--- src/rtl/gx_event_pkg.sv ---
package gx_event_pkg;

    localparam int GX_VEC_W  = 8;
    localparam int GX_KIND_W = 3;
    localparam int GX_ERR_W  = 16;
    localparam int GX_INFO_W = 32;
    localparam int GX_QUAL_W = 16;

    localparam int INFO_KIND_LSB  = 8;
    localparam int INFO_ERRV_BIT  = 11;
    localparam int INFO_NMI_BIT   = 12;
    localparam int INFO_VALID_BIT = 31;

    localparam logic [GX_QUAL_W-1:0] DBG_QUAL_KEEP = 16'h600F;

    localparam logic [GX_VEC_W-1:0] VEC_DEBUG  = 8'd1;
    localparam logic [GX_VEC_W-1:0] VEC_DFAULT = 8'd8;
    localparam logic [GX_VEC_W-1:0] VEC_PFAULT = 8'd14;

    typedef enum logic [GX_KIND_W-1:0] {
        EV_EXTINT = 3'd0,
        EV_RSVD1  = 3'd1,
        EV_NMI    = 3'd2,
        EV_HWEXC  = 3'd3,
        EV_SWINT  = 3'd4,
        EV_PRIVSW = 3'd5,
        EV_SWEXC  = 3'd6,
        EV_RSVD7  = 3'd7
    } ev_kind_e;

    typedef enum logic [1:0] {
        OUT_NONE   = 2'd0,
        OUT_EXIT   = 2'd1,
        OUT_RECORD = 2'd2,
        OUT_ERROR  = 2'd3
    } ev_outcome_e;

    typedef struct packed {
        ev_kind_e               kind;
        logic [GX_VEC_W-1:0]    vector;
        logic [GX_ERR_W-1:0]    errcode;
        logic                   err_valid;
    } ev_req_t;

    function automatic logic is_exc_kind(ev_kind_e k);
        return (k == EV_HWEXC) || (k == EV_PRIVSW) || (k == EV_SWEXC);
    endfunction

    function automatic logic [GX_INFO_W-1:0] pack_info(ev_req_t r, logic nmi, logic valid);
        logic [GX_INFO_W-1:0] w;
        w = '0;
        w[GX_VEC_W-1:0]                         = r.vector;
        w[INFO_KIND_LSB +: GX_KIND_W]           = r.kind;
        w[INFO_ERRV_BIT]                        = r.err_valid;
        w[INFO_NMI_BIT]                         = nmi;
        w[INFO_VALID_BIT]                       = valid;
        return w;
    endfunction

endpackage

--- src/rtl/gx_exc_select.sv ---
module gx_exc_select
    import gx_event_pkg::*;
#(
    parameter int NUM_EXC = 32
) (
    input  logic [NUM_EXC-1:0]  exc_bitmap,
    input  logic [GX_VEC_W-1:0] vector,
    output logic                bit_hit,
    output logic                in_range
);
    logic [NUM_EXC-1:0] sel;

    generate
        for (genvar g = 0; g < NUM_EXC; g++) begin : g_sel
            assign sel[g] = (vector == GX_VEC_W'(g)) && exc_bitmap[g];
        end
    endgenerate

    assign bit_hit  = |sel;
    assign in_range = (32'(vector) < NUM_EXC);
endmodule

--- src/rtl/gx_pf_filter.sv ---
module gx_pf_filter #(
    parameter int ERR_W = 16
) (
    input  logic [ERR_W-1:0] errcode,
    input  logic [ERR_W-1:0] mask,
    input  logic [ERR_W-1:0] match,
    input  logic             pf_bit,
    output logic             pf_exit
);
    logic code_match;

    assign code_match = ((errcode & mask) == match);
    assign pf_exit    = (code_match == pf_bit);
endmodule

--- src/rtl/gx_exit_decide.sv ---
module gx_exit_decide
    import gx_event_pkg::*;
#(
    parameter int NUM_EXC = 32,
    parameter int PF_VEC  = 14
) (
    input  ev_req_t              req,
    input  logic                 extint_exit_en,
    input  logic                 nmi_exit_en,
    input  logic [NUM_EXC-1:0]   exc_bitmap,
    input  logic [GX_ERR_W-1:0]  pf_mask,
    input  logic [GX_ERR_W-1:0]  pf_match,
    output ev_outcome_e          outcome
);
    logic bit_hit;
    logic in_range;
    logic pf_exit;
    logic is_pf;

    gx_exc_select #(.NUM_EXC(NUM_EXC)) u_sel (
        .exc_bitmap (exc_bitmap),
        .vector     (req.vector),
        .bit_hit    (bit_hit),
        .in_range   (in_range)
    );

    gx_pf_filter #(.ERR_W(GX_ERR_W)) u_pf (
        .errcode (req.errcode),
        .mask    (pf_mask),
        .match   (pf_match),
        .pf_bit  (exc_bitmap[PF_VEC]),
        .pf_exit (pf_exit)
    );

    assign is_pf = (req.vector == GX_VEC_W'(PF_VEC));

    always_comb begin
        outcome = OUT_ERROR;
        case (req.kind)
            EV_EXTINT: outcome = extint_exit_en ? OUT_EXIT : OUT_RECORD;
            EV_NMI:    outcome = nmi_exit_en    ? OUT_EXIT : OUT_RECORD;
            EV_SWINT:  outcome = OUT_RECORD;
            EV_HWEXC, EV_PRIVSW, EV_SWEXC: begin
                if (!in_range)
                    outcome = OUT_ERROR;
                else if (is_pf)
                    outcome = pf_exit ? OUT_EXIT : OUT_RECORD;
                else
                    outcome = bit_hit ? OUT_EXIT : OUT_RECORD;
            end
            default:   outcome = OUT_ERROR;
        endcase
    end
endmodule

--- src/rtl/gx_event_flags.sv ---
module gx_event_flags (
    input  logic clk,
    input  logic rst,
    input  logic nmi_set,
    input  logic nmi_clr,
    input  logic inev_set,
    input  logic inev_clr,
    output logic nmi_q,
    output logic inev_q
);
    always_ff @(posedge clk) begin
        if (rst) begin
            nmi_q  <= 1'b0;
            inev_q <= 1'b0;
        end else begin
            if (nmi_clr)
                nmi_q <= 1'b0;
            else if (nmi_set)
                nmi_q <= 1'b1;
            if (inev_clr)
                inev_q <= 1'b0;
            else if (inev_set)
                inev_q <= 1'b1;
        end
    end
endmodule

--- src/rtl/gx_event_filter.sv ---
module gx_event_filter
    import gx_event_pkg::*;
#(
    parameter int NUM_EXC = 32
) (
    input  logic                   clk,
    input  logic                   rst,
    input  logic                   evt_valid,
    input  logic [GX_KIND_W-1:0]   evt_kind,
    input  logic [GX_VEC_W-1:0]    evt_vector,
    input  logic [GX_ERR_W-1:0]    evt_errcode,
    input  logic                   evt_err_valid,
    input  logic                   ctl_extint_exit,
    input  logic                   ctl_nmi_exit,
    input  logic [NUM_EXC-1:0]     exc_bitmap,
    input  logic [GX_ERR_W-1:0]    pf_err_mask,
    input  logic [GX_ERR_W-1:0]    pf_err_match,
    input  logic                   iret_unblock_set,
    input  logic                   delivery_start,
    input  logic [GX_QUAL_W-1:0]   dbg_trap,
    output logic                   exit_stb,
    output logic [GX_INFO_W-1:0]   exit_info,
    output logic [GX_ERR_W-1:0]    exit_errcode,
    output logic [GX_QUAL_W-1:0]   exit_qual,
    output logic                   rec_upd,
    output logic [GX_INFO_W-1:0]   rec_info,
    output logic [GX_ERR_W-1:0]    rec_errcode,
    output logic                   evt_bad,
    output logic                   nmi_unblock,
    output logic                   in_delivery
);
    ev_req_t     req;
    ev_outcome_e outcome;
    ev_outcome_e take;
    logic        nmi_q;
    logic        inev_q;

    always_comb begin
        req.kind      = ev_kind_e'(evt_kind);
        req.vector    = evt_vector;
        req.errcode   = evt_errcode;
        req.err_valid = evt_err_valid;
    end

    gx_exit_decide #(.NUM_EXC(NUM_EXC), .PF_VEC(int'(VEC_PFAULT))) u_decide (
        .req            (req),
        .extint_exit_en (ctl_extint_exit),
        .nmi_exit_en    (ctl_nmi_exit),
        .exc_bitmap     (exc_bitmap),
        .pf_mask        (pf_err_mask),
        .pf_match       (pf_err_match),
        .outcome        (outcome)
    );

    assign take = evt_valid ? outcome : OUT_NONE;

    gx_event_flags u_flags (
        .clk      (clk),
        .rst      (rst),
        .nmi_set  (iret_unblock_set),
        .nmi_clr  (take == OUT_RECORD),
        .inev_set (delivery_start),
        .inev_clr ((take == OUT_EXIT) && (evt_vector == VEC_DFAULT)),
        .nmi_q    (nmi_q),
        .inev_q   (inev_q)
    );

    always_ff @(posedge clk) begin
        if (rst) begin
            exit_stb     <= 1'b0;
            exit_info    <= '0;
            exit_errcode <= '0;
            exit_qual    <= '0;
            rec_upd      <= 1'b0;
            rec_info     <= '0;
            rec_errcode  <= '0;
            evt_bad      <= 1'b0;
        end else begin
            exit_stb <= (take == OUT_EXIT);
            rec_upd  <= (take == OUT_RECORD);
            evt_bad  <= (take == OUT_ERROR);
            if (take == OUT_EXIT) begin
                exit_info    <= pack_info(req, nmi_q, 1'b1);
                exit_errcode <= evt_errcode;
                exit_qual    <= (evt_vector == VEC_DEBUG) ? (dbg_trap & DBG_QUAL_KEEP) : '0;
            end
            if (take == OUT_RECORD) begin
                rec_info    <= pack_info(req, 1'b0, 1'b0);
                rec_errcode <= evt_errcode;
            end
        end
    end

    assign nmi_unblock = nmi_q;
    assign in_delivery = inev_q;
endmodule

--- config.mk ---
export PLATFORM = sky130hd
export DESIGN_NAME = gx_event_filter
export DESIGN_NICKNAME = d
export VERILOG_FILES = /design/src/rtl/gx_event_pkg.sv /design/src/rtl/gx_exc_select.sv /design/src/rtl/gx_pf_filter.sv /design/src/rtl/gx_exit_decide.sv /design/src/rtl/gx_event_flags.sv /design/src/rtl/gx_event_filter.sv
export SDC_FILE = /design/constraint.sdc
export NUM_CORES = 1
export LEC_CHECK = 0
export ABC_AREA = 1
export BUFFER_PORTS_ARGS = -buffer_cell sky130_fd_sc_hd__clkbuf_2
export CORE_ASPECT_RATIO = 0.6
export CORE_MARGIN = 10
export CORE_UTILIZATION = 40
export CTS_BUF_LIST = sky130_fd_sc_hd__clkbuf_16
export CTS_CLUSTER_SIZE = 25
export DETAILED_ROUTE_END_ITERATION = 8
export GPL_ROUTABILITY_DRIVEN = 0
export HOLD_SLACK_MARGIN = 0.12
export MAX_ROUTING_LAYER = met4
export PLACE_DENSITY = 0.76
export RECOVER_POWER = 100
export SYNTH_ARGS = -nofsm -noshare
export SYNTH_HDL_FRONTEND = slang
export SYNTH_HIERARCHICAL = 1
export SYNTH_SLANG_ARGS = --single-unit
--- constraint.sdc ---
create_clock -name clk -period 1.95 [get_ports clk]
set_input_delay 0.0975 -clock clk [delete_from_list [all_inputs] [get_ports clk]]
set_output_delay 0.0975 -clock clk [all_outputs]
set_load 0.01 [all_outputs]
* After elaboration in Yosys (flattened, before gate mapping)
Cells that the tools add are included.
Word-level totals: register bits after elaboration 79, bits in latches 0, RAM bits 0, memory bits (read-only) 0, input bits 115, output and inout bits 117, word-level logic and storage cells 101, memories 0
Cells by class: add/subtract/negate cells 0, $mul 0, div/mod/pow operators 0, $lt $le $gt $ge 1, equality and inequality tests 41, shift operators 0, muxes and demuxes 9, bitwise gates (word level) 1, reduce and logical (&&, ||, !) cells 39
Operators by type and width (number):
- 8-bit by 5-bit == test with 1-bit output (second input constant) | 16
- 8-bit by 4-bit == test with 1-bit output (second input constant) | 8
- 1-bit logical AND | 33
- 8-bit by 3-bit == test with 1-bit output (second input constant) | 4
- 32-bit OR reduction | 1
- 16-bit AND | 1
- 16-bit == test | 1
- 8-bit by 2-bit == test with 1-bit output (second input constant) | 2
- 15-bit two-way mux | 1
- 2-bit two-way mux | 7
- 3-bit == test (second input constant) | 3
- 8-bit by 1-bit == test with 1-bit output (second input constant) | 1
- 8-bit zero test | 1
- 8-bit by 6-bit < comparator with 1-bit output (second input constant) | 1
- 2-bit case mux with 4 select lines | 1
- 3-bit by 2-bit == test with 1-bit output (second input constant) | 2
- 2-bit == test (second input constant) | 2
- 2-bit OR reduction | 2
- 3-bit zero test | 1
- 3-bit OR reduction | 1
- 2-bit by 1-bit == test with 1-bit output (second input constant) | 1
- 1-bit == test | 1

* Logic depth before layout (Yosys ltp)
Gate-level depths: netlist (run 1).
depth in word-level cells 11, depth in mapped cells 21

* By module
Netlist (run 1), hierarchy kept.
By module, submodules not included:
- gx_event_filter | times used 1, cells each 338, area each 2670.1 sq um
- gx_pf_filter | times used 1, cells each 94, area each 391.6 sq um
- gx_exc_select | times used 1, cells each 90, area each 384.1 sq um
- gx_exit_decide | times used 1, cells each 47, area each 197.7 sq um
- gx_event_flags | times used 1, cells each 11, area each 73.8 sq um

* Least setup slack after synthesis (run 1)
Ideal clock, no wire load.
path kind in2reg, start point input port evt_vector[7], end point register u_flags.inev_q, setup time 113 ps, arrival time 1697 ps, data required time 1837 ps, setup slack 140 ps, cell stages on the path 17, path through or2_2 nor2_1 nand2_1 o21bai_1 nand2_1 nand2_1 nand3_1 nand2_1 nand2_1 nand2_1 nor2_2 clkbuf_2 nand2_1 nor2_1 inv_2 nand2_1 nor2_1
RTL lines:
- start: declaration | RTL line gx_event_filter.sv:10 | input logic [GX_VEC_W-1:0] evt_vector,
- 8-bit by 6-bit < comparator with 1-bit output | RTL line gx_exc_select.sv:20 | assign in_range = (32'(vector) < NUM_EXC);
- via u_decide.in_range | RTL line gx_exit_decide.sv:16 | logic in_range;
- 2-bit two-way mux | RTL line gx_exit_decide.sv:44 | if (!in_range)
- 2-bit case mux with 4 select lines | RTL line gx_exit_decide.sv:39 | case (req.kind)
- via outcome[0] | RTL line gx_event_filter.sv:33 | ev_outcome_e outcome;
- 2-bit two-way mux | RTL line gx_event_filter.sv:55 | assign take = evt_valid ? outcome : OUT_NONE;
- 2-bit by 1-bit == test with 1-bit output | RTL line gx_event_filter.sv:63 | .inev_clr ((take == OUT_EXIT) && (evt_vector == VEC_DFAULT)),
- 1-bit logical AND | RTL line gx_event_filter.sv:63
- 2-bit OR reduction (no line)
- end signal: assignment | RTL line gx_event_flags.sv:14 | inev_q <= 1'b0;
- end signal: assignment | RTL line gx_event_flags.sv:21 | inev_q <= 1'b0;
- end signal: assignment | RTL line gx_event_flags.sv:23 | inev_q <= 1'b1;
- end: declaration | RTL line gx_event_flags.sv:9 | output logic inev_q
The timed path passes the listed nets, and every way through them passes these cells. A chain may end at the register's enable or synchronous reset.

* Worst setup path in the final report (run 1)
start point input port evt_vector[1], end point register rec_info[10]
On the way: word-level cells in the longest chain between the ends 9
RTL lines:
- 8-bit by 1-bit == test with 1-bit output (tied with other cells) | RTL line gx_exc_select.sv:15 | assign sel[g] = (vector == GX_VEC_W'(g)) && exc_bitmap[g];
- 1-bit logical AND | RTL line gx_exc_select.sv:15
- 32-bit OR reduction * | RTL line gx_exc_select.sv:19 | assign bit_hit = |sel;
- via u_decide.bit_hit | RTL line gx_exit_decide.sv:15 | logic bit_hit;
- 2-bit two-way mux * | RTL line gx_exit_decide.sv:49 | outcome = bit_hit ? OUT_EXIT : OUT_RECORD;
- 2-bit two-way mux * | RTL line gx_exit_decide.sv:46 | else if (is_pf)
- 2-bit two-way mux * | RTL line gx_exit_decide.sv:44
- 2-bit case mux with 4 select lines * | RTL line gx_exit_decide.sv:39
- via outcome[1] | RTL line gx_event_filter.sv:33
- 2-bit two-way mux * | RTL line gx_event_filter.sv:55
- 2-bit == test * | RTL line gx_event_filter.sv:87 | if (take == OUT_RECORD) begin
- end signal: assignment | RTL line gx_event_filter.sv:88 | rec_info <= pack_info(req, 1'b0, 1'b0);
- end: declaration | RTL line gx_event_filter.sv:26 | output logic [GX_INFO_W-1:0] rec_info,
The timed path passes the listed nets; every way through them passes the cells marked *.

==> results of run 1 <==
==> path summary, 6_finish.rpt <==
check,to,slack (ns)
setup reg to reg,exit_info[12],1.25
hold reg to reg,exit_info[3],0.49
hold / removal,rec_info[8],0.12
setup / recovery,rec_info[10],0.14
==> stage by stage <==
step / setup slack [ns] / hold slack [ns] / power (mW)
global placement: -0.242 / 0.319 / 2.36
global route: -0.0229 / 0.137 / 4.35
CTS: 0.0668 / 0.124 / 4.14
detailed placement: -0.274 / 0.330 / 2.36
finish: 0.135 / 0.125 / 4.14
floorplan: 0.140 / 0.167 / 2.02
==> logic make-up (layout without fill, tap and decap cells) <==
kind of cell | after synthesis | count (layout) | share of synthesized area, %
and+or+nand+nor | 311 | 311 | 34.2
buffers and inverters | 110 | 295 | 16.4
AOI/OAI and AO/OA | 89 | 89 | 12.2
DFF | 69 | 69 | 37.2
other | 1 | 48 | 0.101
==> critical path, delay by kind of cell <==
family	cells	cell delay, ns
buffers and inverters	5	0.58
AO/OA/AOI/OAI	1	0.12
AND/OR/NAND/NOR	15	1.23
==> flip-flops by register name, indices dropped and copies added (netlist names) <==
register,cells
rec_info,12
exit_stb,1
evt_bad,1
rec_upd,1
exit_info,14
u_flags/nmi_q,1
exit_errcode,16
exit_qual,6
u_flags/inev_q,1
rec_errcode,16
==> cell usage in the layout (no fill, tap or decap), drive strengths merged <==
master	synthesis	routed
or2	1	1
nand3	45	45
inv	44	45
a21oi	20	20
dlygate4sd3	0	13
o21ai	67	67
dfxtp	69	69
nor2	136	136
nor3	2	2
clkinv	0	3
nand2	122	122
clkinvlp	0	1
dlymetal6s4s	0	2
bufinv	0	2
buf	58	49
nand3b	5	5
conb	1	48
o21a	1	1
o21bai	1	1
clkbuf	8	180
==> power breakdown <==
| part | leakage [nW] | internal (mW) | switching (mW) |
|---|---|---|---|
| clock | 0.156 | 1.13 | 0.628 |
| combinational | 2.10 | 0.331 | 0.489 |
| sequential | 0.564 | 1.51 | 0.0495 |
==> area by class of cell <==
cell class / count / share of cell area, %
sequential: 69 / 25.8
timing repair buffer: 235 / 25.4
clock buffer: 9 / 4.21
multi-input combinational: 448 / 36.9
tap: 116 / 2.72
inverter: 44 / 3.09
clock inverter: 7 / 1.85
==> routing by layer <==
metal  share of wire [%]  GRT usage [%]
met2                  46           30.5
met5                   0              -
met4                0.29           2.85
met3                 9.2           5.91
met1                  45           23.9
==> repair_timing <==
item,CTS,global route
setup endpoints to repair,0,67
setup buffers,0,5
hold buffers,15,0
hold endpoints to repair,23,0
gates resized for setup,0,41
==> results.yml, run 1 <==
outcome:
  status: "complete, no violations"
timing:
  setup_violations: 0
  worstMarginPinSlew_ns: 0.552
  period_share_pct: 93.1
  timing.final.hold_violations: 0
  fin_skew_ns: 0.000383
  slew_viol_final: 0
  rsz0062_at_grt: "true"
  fmax_mhz: 551
  slew_headroom_pct: 63.1
  setup_tns_ns: 0
  min_period_ns: 1.81
clocking:
  worstSkewPairLatency_ns: 0.33
  clock-sinks: 69
  cts.reportedPaths.clkPinSlew_ns: 0.05
  cts_tree: "yes"
  cts_buffer_depth: 2
  cts_buffers: 9
  clock-root-buffer: "clkbuf_16"
  cts-htree-levels: 3
synthesis:
  synth_edf_count: 0
  postSynthCellCount: 580
  synth.most_common_cell: "nor2_1"
  avgSynthCellArea_sq_um: 6.41
  ys_top_cells_by_area: "dfxtp_1 37%, nor2_1 13%, nand2_1 12%"
  synth.yosys.seq_area_share_pct: 37.2
  netlist_area_sq_um: 3720
  synth_top_area_share_pct: 37.2
  synth_area_leader_cell: "dfxtp_1"
  synth.distinct_cells: 22
  ys_top_cells_by_count: "127 x nor2_1, 122 x nand2_1, 69 x dfxtp_1, 65 x o21ai_0, 49 x buf_4"
  synth_seq_cells: 69
  yosysWarnings: 6
  async_reset_ff_share_pct: 0
  synth_flop_cell: "dfxtp_1"
final_layout:
  instances_no_fill: 928
  stdcell_area_sq_um: 5350
  final_nets: 922
  nFillCells: 901
  diodes: 0
  multi_input_area_sq_um: 1970
  fin_util_pct: 58.6
  layout-area-overhead-vs-synth_pct: 43.8
  ff_latch_area_sq_um: 1380
  drive_above_1_share_pct: 25.0
power_and_ir_drop:
  leakagePower_nw: 2.82
  powerDensity_nw_per_um2: 774
  ir_drop_uv: 553
worst_setup_path:
  max_stage_delay_ns: 0.18
  worstSetupEndpointType: "register"
  critical_path.slowest_cell: "buf_4"
  r2r-start: "exit_info[12]"
  cp.arrival_ns: 2.03
  crit_path_max_fanout: 9
  cp_data_required_time_ns: 2.16
  crit_type: "input pin to register"
  cp-startpoint: "evt_vector[1]"
  reg2reg_depth: 2
  path_cells: "clkbuf_4 -> nand2_1 -> buf_4 -> nor2_2 -> nand2_1 -> nand2_1 -> nor2_2 -> nand2_1 -> o21bai_1 -> nand2_1 -> inv_1 -> nand2_1 -> nand3_1 -> nand2_1 -> nand2_2 -> nand2_2 -> nor2_4 -> inv_2 -> buf_4 -> nor2_1 -> nor2_1"
  crit_top_cell: "nand2_1"
  start_kind: "input pin"
place:
  place_inst: 894
  place_area_sq_um: 4820
  io_buffer_count: 173
  dp_hpwl_mm: 10.5
global_route:
  grt_pass1_vias: 3975
  overflow: 0
  grt_max_degree: 48
  grt_pass1_wl_mm: 20.2
  antenna_found_initial: 0
  grt_usage_pct: 19.1
floorplan:
  die_x_um: 144
  core_area_sq_um: 9120
  die_h_um: 94.7
  ioPinCount: 232
  die_area_sq_um: 13700
  start_util_pct: 40.8
  rows: 27
min_path:
  hp-start: "evt_kind[0]"
  hp-class: "input pin to register"
  holdPathStages: 3
routing:
  drt_iter0_markers: 207
  avgRoutedWirePerCell_um: 14.2
  firstDrtPassIters: 4
  drt_wl_total_mm: 13.2
  drc: 0
  vias_per_cell: 4.58
  antenna_left: 0
  dr_total_vias: 4252
job:
  drv_cap: 0
Power figures use the tool's default switching activity.
==> inputs of run 2 (changes only) <==
--- a/config.mk
+++ b/config.mk
@@ -18,6 +18,7 @@
 export MAX_ROUTING_LAYER = met4
 export PLACE_DENSITY = 0.76
 export RECOVER_POWER = 100
+export SETUP_SLACK_MARGIN = 0.4
 export SYNTH_ARGS = -nofsm -noshare
 export SYNTH_HDL_FRONTEND = slang
 export SYNTH_HIERARCHICAL = 1
==> run 2 against run 1 <==
Net effect: sequential share of layout area shrank 1.3 points; global-route usage rose by 0.53 points; utilization up 3.2 points; register-to-register slack improved by 0.02 ns; critical path type unchanged; count of clock-buffer cells in the layout stayed put; largest cell class unchanged; first-iteration DRC count up 23%; combinational power increased by 9.8%; via count increased by 2.7%.
==> results.yml, run 2 (same netlist as run 1, synthesis figures left out) <==
routing:
  route.top_layer_used: "met4"
  drt_iter0_markers: 255
  dr_total_vias: 4368
  wl_met3_mm: 1.21
  drt_wl_total_mm: 14.0
  m1WireLength_mm: 6.40
  antenna_left: 0
  firstDrtPassIters: 5
  avgRoutedWirePerCell_um: 14.9
  vias_per_cell: 4.67
  wl_met2_mm: 6.32
  drc: 0
global_route:
  grt_pass1_vias: 4071
  overflow: 0
  grt_pass1_wl_mm: 20.9
  grt_max_degree: 34
  grt_usage_pct: 19.7
  antenna_found_initial: 0
timing:
  period_share_pct: 92.2
  setup_violations: 0
  slew_viol_final: 0
  min_period_ns: 1.80
  fmax_mhz: 556
  setup_tns_ns: 0
  rsz0062_at_grt: "true"
  timing.final.hold_violations: 0
  fin_skew_ns: 0.000138
clocking:
  clock-sinks: 69
  cts.reportedPaths.clkPinSlew_ns: 0.06
  cts_buffer_depth: 2
  cts-htree-levels: 3
  worstSkewPairLatency_ns: 0.33
  clock-root-buffer: "clkbuf_16"
  cts_buffers: 9
  cts_tree: "yes"
final_layout:
  fin_util_pct: 61.8
  final_common_cell: "nand2_1"
  reg.largest.list: "exit_errcode: 16 flops, rec_errcode: 16 flops, exit_info: 14 flops"
  nFillCells: 880
  instances_no_fill: 936
  drive_above_1_share_pct: 27.3
  diodes: 0
  layout_common_cells: "114 x nand2_1, 111 x nor2_1, 100 x clkbuf_2"
  layout-area-overhead-vs-synth_pct: 51.6
  final_nets: 930
place:
  io_buffer_count: 173
  place_inst: 891
  dp_hpwl_mm: 10.6
worst_setup_path:
  path_cells: "clkbuf_8 -> nand2_1 -> inv_1 -> nand3_1 -> nand2_1 -> nor2_1 -> nand2_1 -> o21bai_1 -> nand2_1 -> inv_1 -> nand2_1 -> nand3_1 -> nand2_1 -> nand2_2 -> nand2_2 -> nor2_4 -> buf_6 -> o21ai_0 -> nor2_1"
  crit_path_max_fanout: 16
  cp.buffers_inverters: 4
  max_stage_delay_ns: 0.19
  cp.arrival_ns: 2.05
  worstSetupEndpointType: "register"
  cp_data_required_time_ns: 2.20
  start_kind: "input pin"
  critical_path.slowest_cell: "nor2_4"
  crit_type: "input pin to register"
  crit_top_cell: "nand2_1"
  path_delay_family: "simple AND/OR/NAND/NOR gates"
floorplan:
  rows: 27
  ioPinCount: 232
  die_area_sq_um: 13700
  core_area_sq_um: 9120
  die_x_um: 144
  start_util_pct: 40.8
  die_h_um: 94.7
min_path:
  hp-class: "input pin to register"
job:
  drv_cap: 0
power_and_ir_drop:
  powerDensity_nw_per_um2: 750
  leakagePower_nw: 2.88
  ir_drop_uv: 556
outcome:
  status: "complete, no violations"
## run 2: cell count changes in the layout (fill, tap and decap cells not counted), sizes merged
cell	before	now
clkinvlp	1	2
dlymetal6s4s	2	0
buf	49	45
inv	45	44
clkbuf	180	183
dlygate4sd3	13	24
## run 2: timing repair
action,4_1_cts,5_1_grt
cloned,2,1
endpoints found under the hold margin,34,0
setup buffers,2,0
setup endpoints to repair,68,68
pin swaps,7,3
resized for setup,24,19
hold buffers,24,0
## run 2: power by group
group          internal, mW  switching, mW  leakage, nW
Sequential             1.51         0.0521        0.564
Clock                  1.13          0.636        0.156
Combinational         0.374          0.526         2.16
Total                  3.01           1.21         2.88
## run 2: layout make-up
type                            count  area, sq um  share of cell area [%]
Sequential cell                    69         1380                    24.5
Clock buffer                        9          225                    4.00
Inverter                           44          176                    3.13
Tap cell                          116          145                    2.57
Multi-Input combinational cell    448         2070                    36.7
Clock inverter                      7         98.8                    1.75
Timing Repair Buffer              243         1540                    27.4
## run 2: metal layers
metal	global-route usage, %	up-vias
li1	-	2217
met1	26.1	1963
met2	29.8	182
met3	5.01	6
met4	3.77	0
met5	-	-
## run 2: worst reg2reg max path: cells and delay by family, from the launching register on
kind | cells | cell delay (ns)
AND/OR/NAND/NOR | 1 | 0.06
flip-flops | 1 | 0.32
AO/OA/AOI/OAI | 1 | 0.19
## run 2: final timing paths
check                  startpoint               end  slack [ns]  cells after the start
setup / recovery    evt_vector[1]    rec_errcode[1]        0.15                     19
setup reg to reg     rec_info[10]      rec_info[10]        1.27                      2
hold / removal    evt_errcode[10]  exit_errcode[10]        0.13                      4
hold reg to reg      exit_info[3]      exit_info[3]        0.47                      2
## run 2: stage by stage
stage	total power, mW	hold slack, ns	setup slack, ns	cell area (sq um)
floorplan	2.07	0.167	0.246	4040
global placement	2.39	0.321	-0.164	4900
detailed placement	2.40	0.332	-0.240	4900
CTS	4.24	0.126	0.255	5640
global route	4.41	0.151	-0.0164	5640
finish	4.23	0.133	0.152	5640
